<file path="src/rtl/extirq_pkg.sv">
// Shared constants for the external interrupt pin controller.
// Assumes a 3-bit register select and 4-bit sense codes inside the block.
package extirq_pkg;

    localparam logic [2:0] ADR_SENSE = 3'd0;
    localparam logic [2:0] ADR_PRIO  = 3'd1;
    localparam logic [2:0] ADR_SRC   = 3'd2;
    localparam logic [2:0] ADR_MSET  = 3'd3;
    localparam logic [2:0] ADR_MCLR  = 3'd4;
    localparam logic [2:0] ADR_MODE  = 3'd5;

    localparam logic [3:0] SNS_FALL = 4'd0;
    localparam logic [3:0] SNS_RISE = 4'd1;
    localparam logic [3:0] SNS_LOW  = 4'd2;
    localparam logic [3:0] SNS_HIGH = 4'd3;
    localparam logic [3:0] SNS_BOTH = 4'd4;

endpackage

</file>
<file path="src/rtl/extirq_sync.sv">
// Two-stage synchronizer for the asynchronous interrupt pins.
// Assumes each pin is a slowly changing level; no glitch filtering.
module extirq_sync #(
    parameter int NUM_PINS = 8
) (
    input  logic                clk,
    input  logic                rst_n,
    input  logic [NUM_PINS-1:0] async_i,
    output logic [NUM_PINS-1:0] sync_o
);

    logic [NUM_PINS-1:0] meta_q;

    // Capture the pins in two back-to-back flip-flop stages.
    always_ff @(posedge clk) begin
        if (!rst_n) begin
            meta_q <= '0;
            sync_o <= '0;
        end else begin
            meta_q <= async_i;
            sync_o <= meta_q;
        end
    end

endmodule

</file>
<file path="src/rtl/extirq_detect.sv">
// Per-pin trigger detector: compares the synchronized level with its value
// one clock earlier and raises a one-cycle or level hit per the sense code.
// Assumes codes arrive zero-extended to 4 bits; unknown codes give no hit.
module extirq_detect
    import extirq_pkg::*;
#(
    parameter int NUM_PINS = 8
) (
    input  logic                  clk,
    input  logic                  rst_n,
    input  logic [NUM_PINS-1:0]   level_i,
    input  logic [4*NUM_PINS-1:0] code_i,
    output logic [NUM_PINS-1:0]   hit_o
);

    logic [NUM_PINS-1:0] prev_q;

    // Remember last cycle's synchronized level for edge detection.
    always_ff @(posedge clk) begin
        if (!rst_n) prev_q <= '0;
        else        prev_q <= level_i;
    end

    for (genvar n = 0; n < NUM_PINS; n++) begin : g_pin
        logic rise, fall;
        assign rise = level_i[n] & ~prev_q[n];
        assign fall = ~level_i[n] & prev_q[n];

        // Select the trigger condition named by this pin's code.
        always_comb begin
            case (code_i[4*n +: 4])
                SNS_FALL: hit_o[n] = fall;
                SNS_RISE: hit_o[n] = rise;
                SNS_LOW:  hit_o[n] = ~level_i[n];
                SNS_HIGH: hit_o[n] = level_i[n];
                SNS_BOTH: hit_o[n] = rise | fall;
                default:  hit_o[n] = 1'b0;
            endcase
        end
    end

endmodule

</file>
<file path="src/rtl/extirq_regs.sv">
// Register file, pending flags and output gating of the pin controller.
// Assumes one register access per cycle; reads are combinational and
// a source write's zero bits override a same-cycle detector hit.
module extirq_regs
    import extirq_pkg::*;
#(
    parameter int NUM_PINS = 8,
    parameter int SENSE_W  = 4,
    parameter int SRC_W    = 8,
    parameter int MODE_BIT = 23
) (
    input  logic                  clk,
    input  logic                  rst_n,
    input  logic                  wr_en,
    input  logic [2:0]            addr,
    input  logic [31:0]           wdata,
    output logic [31:0]           rdata,
    input  logic [NUM_PINS-1:0]   hit_i,
    output logic [4*NUM_PINS-1:0] code_o,
    output logic [NUM_PINS-1:0]   irq_pin_o
);

    logic [31:0]         sense_q;
    logic [31:0]         prio_q;
    logic                mode_q;
    logic [NUM_PINS-1:0] pend_q;
    logic [NUM_PINS-1:0] mask_q;
    logic [SRC_W-1:0]    src_view;

    logic wr_sense, wr_prio, wr_src, wr_mset, wr_mclr, wr_mode;
    assign wr_sense = wr_en && addr == ADR_SENSE;
    assign wr_prio  = wr_en && addr == ADR_PRIO;
    assign wr_src   = wr_en && addr == ADR_SRC;
    assign wr_mset  = wr_en && addr == ADR_MSET;
    assign wr_mclr  = wr_en && addr == ADR_MCLR;
    assign wr_mode  = wr_en && addr == ADR_MODE;

    // Hold the read/write configuration words.
    always_ff @(posedge clk) begin
        if (!rst_n) begin
            sense_q <= '0;
            prio_q  <= '0;
            mode_q  <= 1'b0;
        end else begin
            if (wr_sense) sense_q <= wdata;
            if (wr_prio)  prio_q  <= wdata;
            if (wr_mode)  mode_q  <= wdata[MODE_BIT];
        end
    end

    // Extract each pin's sense field, zero-extended to four bits.
    always_comb begin
        code_o = '0;
        for (int n = 0; n < NUM_PINS; n++)
            code_o[4*n +: SENSE_W] = sense_q[32-(n+1)*SENSE_W +: SENSE_W];
    end

    // Present the pending flags in descending pin order.
    always_comb begin
        src_view = '0;
        for (int n = 0; n < NUM_PINS; n++)
            src_view[SRC_W-1-n] = pend_q[n];
    end

    // Return the selected register; write-only registers read as zero.
    always_comb begin
        rdata = '0;
        case (addr)
            ADR_SENSE: rdata = sense_q;
            ADR_PRIO:  rdata = prio_q;
            ADR_SRC:   rdata[SRC_W-1:0] = src_view;
            ADR_MODE:  rdata[MODE_BIT] = mode_q;
            default:   rdata = '0;
        endcase
    end

    for (genvar n = 0; n < NUM_PINS; n++) begin : g_pin
        localparam int BIT  = SRC_W - 1 - n;
        localparam int PLSB = 28 - 4*n;
        logic prio_on;
        assign prio_on = prio_q[PLSB +: 4] != 4'd0;

        // Latch a detector hit; a zero written to the source bit wins.
        always_ff @(posedge clk) begin
            if (!rst_n)                       pend_q[n] <= 1'b0;
            else if (wr_src && !wdata[BIT])   pend_q[n] <= 1'b0;
            else if (hit_i[n])                pend_q[n] <= 1'b1;
        end

        // Update the mask bit from the set and clear registers.
        always_ff @(posedge clk) begin
            if (!rst_n)                       mask_q[n] <= 1'b1;
            else if (wr_mset && wdata[BIT])   mask_q[n] <= 1'b1;
            else if (wr_mclr && wdata[BIT])   mask_q[n] <= 1'b0;
        end

        assign irq_pin_o[n] = pend_q[n] & ~mask_q[n] & prio_on;

        AST_MASK_SET_SILENCES: assert property (@(posedge clk) disable iff (!rst_n)
            (wr_mset && wdata[BIT]) |=> !irq_pin_o[n]);
        AST_UNMASK_RELEASES: assert property (@(posedge clk) disable iff (!rst_n)
            (wr_mclr && wdata[BIT] && pend_q[n] && prio_on) |=> irq_pin_o[n]);
        AST_ZERO_CLEARS: assert property (@(posedge clk) disable iff (!rst_n)
            (wr_src && !wdata[BIT]) |=> !pend_q[n]);
        AST_PRIO_ZERO_BLOCKS: assert property (@(posedge clk) disable iff (!rst_n)
            (wr_prio && wdata[PLSB +: 4] == 4'd0) |=> !irq_pin_o[n]);
        AST_BAD_CODE_IDLE: assert property (@(posedge clk) disable iff (!rst_n)
            (!pend_q[n] && code_o[4*n +: 4] > SNS_BOTH) |=> !pend_q[n]);
    end

endmodule

</file>
<file path="src/rtl/extirq_ctrl.sv">
// External interrupt pin controller top: synchronizer, trigger detector and
// register/pending logic, plus the combined request output.
// Assumes NUM_PINS <= 8, SENSE_W of 2 or 4 and SRC_W of 8 or 32.
module extirq_ctrl #(
    parameter int NUM_PINS = 8,
    parameter int SENSE_W  = 4,
    parameter int SRC_W    = 8,
    parameter int MODE_BIT = 23
) (
    input  logic                clk,
    input  logic                rst_n,
    input  logic                wr_en,
    input  logic [2:0]          addr,
    input  logic [31:0]         wdata,
    output logic [31:0]         rdata,
    input  logic [NUM_PINS-1:0] pin_i,
    output logic [NUM_PINS-1:0] irq_pin_o,
    output logic                irq_o
);

    localparam int CODE_W = 4 * NUM_PINS;

    logic [NUM_PINS-1:0] pin_sync;
    logic [NUM_PINS-1:0] hit;
    logic [CODE_W-1:0]   code;

    extirq_sync #(.NUM_PINS(NUM_PINS)) u_sync (
        .clk    (clk),
        .rst_n  (rst_n),
        .async_i(pin_i),
        .sync_o (pin_sync)
    );

    extirq_detect #(.NUM_PINS(NUM_PINS)) u_detect (
        .clk    (clk),
        .rst_n  (rst_n),
        .level_i(pin_sync),
        .code_i (code),
        .hit_o  (hit)
    );

    extirq_regs #(
        .NUM_PINS(NUM_PINS),
        .SENSE_W (SENSE_W),
        .SRC_W   (SRC_W),
        .MODE_BIT(MODE_BIT)
    ) u_regs (
        .clk      (clk),
        .rst_n    (rst_n),
        .wr_en    (wr_en),
        .addr     (addr),
        .wdata    (wdata),
        .rdata    (rdata),
        .hit_i    (hit),
        .code_o   (code),
        .irq_pin_o(irq_pin_o)
    );

    assign irq_o = |irq_pin_o;

    AST_COMBINED_IDLE: assert property (@(posedge clk) disable iff (!rst_n)
        (irq_pin_o == '0) |-> !irq_o);

endmodule

</file>
<file path="config.mk">
export PLATFORM = sky130hd
export DESIGN_NAME = extirq_ctrl
export DESIGN_NICKNAME = d
export VERILOG_FILES = /design/src/rtl/extirq_pkg.sv /design/src/rtl/extirq_sync.sv /design/src/rtl/extirq_detect.sv /design/src/rtl/extirq_regs.sv /design/src/rtl/extirq_ctrl.sv
export SDC_FILE = /design/constraint.sdc
export NUM_CORES = 1
export LEC_CHECK = 0
export ABC_AREA = 1
export CAP_MARGIN = 10
export CORE_MARGIN = 3
export CORE_UTILIZATION = 35
export DETAILED_ROUTE_END_ITERATION = 6
export DONT_BUFFER_PORTS = 1
export MAX_ROUTING_LAYER = met4
export SKIP_LAST_GASP = 1
export SYNTH_ARGS = -nofsm -noshare
export SYNTH_HDL_FRONTEND = slang
export SYNTH_HIERARCHICAL = 1
export SYNTH_SLANG_ARGS = --single-unit
export TNS_END_PERCENT = 10
</file>
<file path="constraint.sdc">
create_clock -name clk -period 3.5 [get_ports clk]
set_input_delay 0.525 -clock clk [delete_from_list [all_inputs] [get_ports clk]]
set_output_delay 0.525 -clock clk [all_outputs]
set_load 0.02 [all_outputs]
</file>
Word-level counts from Yosys, hierarchy flattened --
Index checks and enable logic that the tools add are counted.
Operators by class: equal/unequal tests 37, multiplexer cells 12, bitwise logic cells 65, reduce and logical (&&, ||, !) cells 72
Operator list (number):
- $eq 4x2->1 const B | 16
- $pmux 1 s5 | 8
- $and 1x1->1 | 32
- $eq 4x1->1 const B | 8
- $eq 4x3->1 const B | 8
- $logic_not 4->1 | 8
- $reduce_bool 4->1 | 8
- $reduce_or 2->1 | 16
- $logic_and 1x1->1 | 30
- $pmux 15 s2 | 1
- $not 1->1 | 25
- $pmux 8 s3 | 1
- $pmux 8 s2 | 1
- $logic_not 1->1 | 8
- $or 1x1->1 | 8
- $reduce_or 8->1 | 1
- $eq 3x2->1 const B | 2
- $eq 3x3->1 const B | 2
- $eq 3x1->1 const B | 1
- $logic_not 3->1 | 1
- $pmux 1 s3 | 1
Word-level totals: register bits 105, input bits 46, output and inout bits 41, logic and storage cells 208

Longest topological paths before layout --
depth after elaboration 4, gate-level depth with buffers 11, gate-level depth less buffers 11

Modules after synthesis --
Netlist, hierarchy kept.
By module, submodules not included:
- extirq_regs | instances 1, cells each 644, area an instance 3973.8 sq um, seq. area each 1621.6 sq um
- extirq_detect | instances 1, cells each 217, area an instance 1156.1 sq um, seq. area each 160.2 sq um
- extirq_sync | instances 1, cells each 50, area an instance 484.2 sq um, seq. area each 320.3 sq um
- extirq_ctrl | instances 1, cells each 15, area an instance 56.3 sq um, seq. area each 0.0 sq um

Least setup slack after synthesis --
Ideal clock, no wire load.
path kind in2out, start input port addr[0], end output port rdata[14], arrival 1.617 ns, required time 2.975 ns, setup slack 1.358 ns, stages on the path 6, buffers on the path 2, cell sequence buf_2 nand2_1 nor2_1 inv_1 clkbuf_1 o21ai_0
On the way: cells in the longest elaborated chain, start to end 2, elaborated cells on any way between the ends 3, those cells by class 1 x eq/ne; 1 x mux; 1 x reduce/logical
RTL lines:
- from (decl) | line extirq_ctrl.sv:13 | input logic [2:0] addr,
- $eq 3x1->1 / $logic_not 3->1 (equally long branches) | line extirq_regs.sv:68 | case (addr)
- $pmux 15 s2 * | line extirq_regs.sv:68
- to (decl) | line extirq_ctrl.sv:15 | output logic [31:0] rdata,
Mark *: on every way between the ends. The rest lies on a longest branch, timed or not.

Final worst setup path --
start register u_regs.prio_q[12], end output port irq_o
On the way: cells in the longest elaborated chain, start to end 3
RTL lines:
- from (decl) | line extirq_regs.sv:24 | logic [31:0] prio_q;
- from (signal assigned) | line extirq_regs.sv:46 | if (wr_prio) prio_q <= wdata;
- $reduce_bool 4->1 | line extirq_regs.sv:81 | assign prio_on = prio_q[PLSB +: 4] != 4'd0;
- $and 1x1->1 | line extirq_regs.sv:97 | assign irq_pin_o[n] = pend_q[n] & ~mask_q[n] & prio_on;
- named net irq_pin_o[4] | line extirq_ctrl.sv:17 | output logic [NUM_PINS-1:0] irq_pin_o,
- $reduce_or 8->1 | line extirq_ctrl.sv:59 | assign irq_o = |irq_pin_o;
- to (decl) | line extirq_ctrl.sv:18 | output logic irq_o
The timed path passes the listed nets, and every way through them passes these cells.

==> impl_metrics.py <==
metrics = {
    "clock_network": {
        "cts_max_level": 3,
        "cts_max_path_buffers": 2,
        "cts_root_buffer": "clkbuf_16",
        "clkSinkCount": 105,
        "insertion_delay_ps": 350,
        "post_cts_hold_buffer_count": 0,
        "tritoncts_buffers": 9,
        "cts_tree": "done",
        "worst_setup_hold_path_clk_slew_ps": 70,
        "cts_resized": 0,
        "post-cts-setup-buffers": 0,
    },
    "sta": {
        "hold_violation_total_from_the_final_report": 0,
        "tightestPinTransition_ps": 844,
        "setup_viol_count_final": 0,
        "post_route_clock_skew_ps": 5.27,
        "timing.slew.headroom": 0.436,
        "slew_viol_final": 0,
        "rsz0062_at_grt": "false",
        "finalSetupTns_ps": 0,
        "fin_crit_ps": 2310,
        "clock.fmax_mhz": 432,
        "post-route-period-util": 0.661,
    },
    "worst_setup_path": {
        "crit_fanout": 3,
        "timing.critical_path.slowest_cell_delay_ps": 430,
        "worst_ep_required_time_ps": 2970,
        "reg2reg_to": "u_regs/pend_q[7]$_SDFFE_PP0P_",
        "timing.setup.critical_path_class": "flop to output port",
        "ff2ff_setup_slack_ps": 2070,
        "critical-path-slowest-cell": "nor2_1",
        "timing.critical_path.arrival_ps": 1790,
        "critical_path.cell_chain": "nor2_1, nand3_1, nand2_1, nor2_1, inv_1, nand2_1, nor2_1, nand2_1",
        "end_kind": "output port",
        "critical_path_depth": 8,
        "timing.reg2reg.worst_path_depth": 11,
        "bufs_and_invs_on_worst_path": 1,
        "critical_path.startpoint_type": "flop",
        "critPathCapture": "irq_o",
        "critPathLaunch": "u_regs/prio_q[12]$_SDFFE_PN0P_",
        "worstReg2RegStart": "u_sync/sync_o[7]$_SDFF_PN0_",
        "critPathTopFamily": "simple AND/OR/NAND/NOR gates",
    },
    "synthesis": {
        "yosys_register_bits": 105,
        "synth_area_um2": 5670,
        "synth_top_cells_by_area": "dfxtp_1 37%, nand2_1 15%, nand3_1 13%",
        "ys_warn_count": 6,
        "synthesis.instances": 926,
        "synth_cell_type_count": 21,
        "synthDominantCellAreaShare": 0.371,
        "synthesis.area_per_instance_um2": 6.12,
        "seq_total_area_yosys": 0.371,
        "synth_top_cell_by_area": "dfxtp_1",
        "post_syn_nets": 988,
    },
    "floorplan": {
        "initial_core_util": 0.365,
        "rows": 45,
        "num_io_pins": 87,
        "coreArea_um2": 15500,
        "overall_die_area_um2": 17800,
        "chipHeight_um": 133,
        "die_width_um": 133,
    },
    "global_routing": {
        "grt_first_pass_wirelength_um": 25300,
        "met3_use_gr": 0.0461,
        "track_usage": 0.182,
        "grt.overflow.total": 0,
        "groute.layer.met2.usage": 0.269,
        "globalRoute.busiestLayer": "met2",
        "met1_usage": 0.248,
        "number_of_antenna_violations_at_the_first_check_in_global_routing": 0,
        "grt_start_max_net_pins": 99,
        "first_global_vias": 4868,
    },
    "layout": {
        "n_antenna_cell": 0,
        "final_area_um2": 6260,
        "drive_above_1_share": 0.0609,
        "layout-area-overhead-vs-synth_pct": 10.3,
        "finish.net_count": 976,
    },
    "drt": {
        "drt_wl_total_um": 15300,
        "initialDrtViolationCount": 457,
        "remaining_drc_errors": 0,
        "drt_first_pass_iters": 5,
        "via_count": 5373,
        "wl_per_cell_um": 13.5,
        "drt-vias-per-instance": 4.75,
        "antenna_left": 0,
    },
    "min_path": {
        "holdCritPathClass": "input port to flop",
    },
    "place": {
        "dp.final_hpwl_um": 10500,
        "finalWeightedCongestion": 0.814,
        "port_buf_inserts": 0,
        "post_dp_cell_area_um2": 5930,
    },
    "power": {
        "report.power.total_w": 0.00266,
        "cellLeakagePower_nw": 3.13,
        "p_per_area_nw_per_um2": 426,
        "vdd_ir_drop_max_uv": 243,
    },
    "run": {
        "max-cap-violations": 0,
    },
    "run_status": {
        "status": "completed",
    },
}
==> how the worst min path moves through the flow <==
stage,from,to,slack [ps],cells after the start
floorplan,u_sync/meta_q[6]$_SDFF_PN0_,u_sync/sync_o[6]$_SDFF_PN0_,390,2
global placement,u_sync/meta_q[5]$_SDFF_PN0_,u_sync/sync_o[5]$_SDFF_PN0_,400,2
detailed placement,u_sync/meta_q[7]$_SDFF_PN0_,u_sync/sync_o[7]$_SDFF_PN0_,400,2
CTS,pin_i[6],u_sync/meta_q[6]$_SDFF_PN0_,250,2
global route,pin_i[1],u_sync/meta_q[1]$_SDFF_PN0_,250,2
finish,pin_i[3],u_sync/meta_q[3]$_SDFF_PN0_,270,2
==> cell usage after synthesis <==
cell type	instances
clkbuf_1	21
clkinv_1	1
nand3_1	145
o21ai_0	9
buf_1	4
ha_1	16
nor2_2	10
buf_2	16
nor3_2	1
o21ai_1	3
nand2_2	5
buf_12	1
nor2_1	177
buf_6	1
nand4_1	8
inv_2	2
dfxtp_1	105
nor3_1	1
nand2_1	222
a21oi_1	33
inv_1	145
==> logic make-up after synthesis <==
group | count (synthesis) | synth area share
AO/OA/AOI/OAI | 45 | 0.0397
adder cells (fa/ha/maj) | 16 | 0.0353
buffers and inverters | 191 | 0.134
flip-flops | 105 | 0.371
AND/OR/NAND/NOR | 569 | 0.420
==> power by group <==
| group | switching, W | internal (W) |
|---|---|---|
| clock | 0.000458 | 0.000664 |
| sequential | 0.0000412 | 0.00124 |
| combinational | 0.000174 | 0.0000850 |
==> cell usage in the layout (no fill, tap or decap), types with 2 or more instances in the layout <==
| cell type | netlist | layout |
|---|---|---|
| nand2_1 | 222 | 222 |
| nor2_1 | 177 | 175 |
| inv_1 | 145 | 145 |
| nand3_1 | 145 | 145 |
| dfxtp_1 | 105 | 105 |
| a21oi_1 | 33 | 33 |
| buf_4 | 0 | 18 |
| ha_1 | 16 | 16 |
| nor2_2 | 10 | 10 |
| clkbuf_16 | 0 | 9 |
| o21ai_0 | 9 | 9 |
| nand4_1 | 8 | 8 |
| nand2_2 | 5 | 5 |
| o21ai_1 | 3 | 3 |
| clkinv_2 | 0 | 2 |
| bufinv_16 | 0 | 2 |
| clkbuf_8 | 0 | 2 |
| inv_2 | 2 | 2 |
| nor2_4 | 0 | 2 |
| buf_12 | 1 | 2 |
==> layer usage <==
layer,share of wire,routed length (µm),up-vias
li1,-,-,2799
met1,0.49,7530,2419
met2,0.43,6610,148
met3,0.068,1050,7
met4,0.0079,121,0
met5,0,0,-
==> sequential cells by signal, summed over array words and instances, names as in the netlist <==
| register | cells |
|---|---|
| u_sync/meta_q | 8 |
| u_regs/mode_q | 1 |
| u_regs/pend_q | 8 |
| u_sync/sync_o | 8 |
| u_detect/prev_q | 8 |
| u_regs/sense_q | 32 |
| u_regs/mask_q | 8 |
| u_regs/prio_q | 32 |
==> per-stage QoR <==
step / util / worst slack (ps) / hold slack (ps) / std cells
after global routing: 0.403 / 1070 / 253 / 1130
after global placement: 0.381 / 1470 / 397 / 1114
after floorplan: - / 1360 / 386 / 926
after detailed placement: 0.381 / 1480 / 398 / 1114
final: 0.403 / 1190 / 270 / 1130
after CTS: 0.403 / 1190 / 247 / 1130
==> cell type report <==
type                       instances  area, µm²
timing repair buffer              20        175
sequential                       105       2100
clock inverter                     5       77.6
multi-input combinational        630       2830
tap                              211        264
inverter                         148        556
fill                            1743       9280
clock buffer                      11        253
No activity file was read; power rests on OpenSTA's default activity.
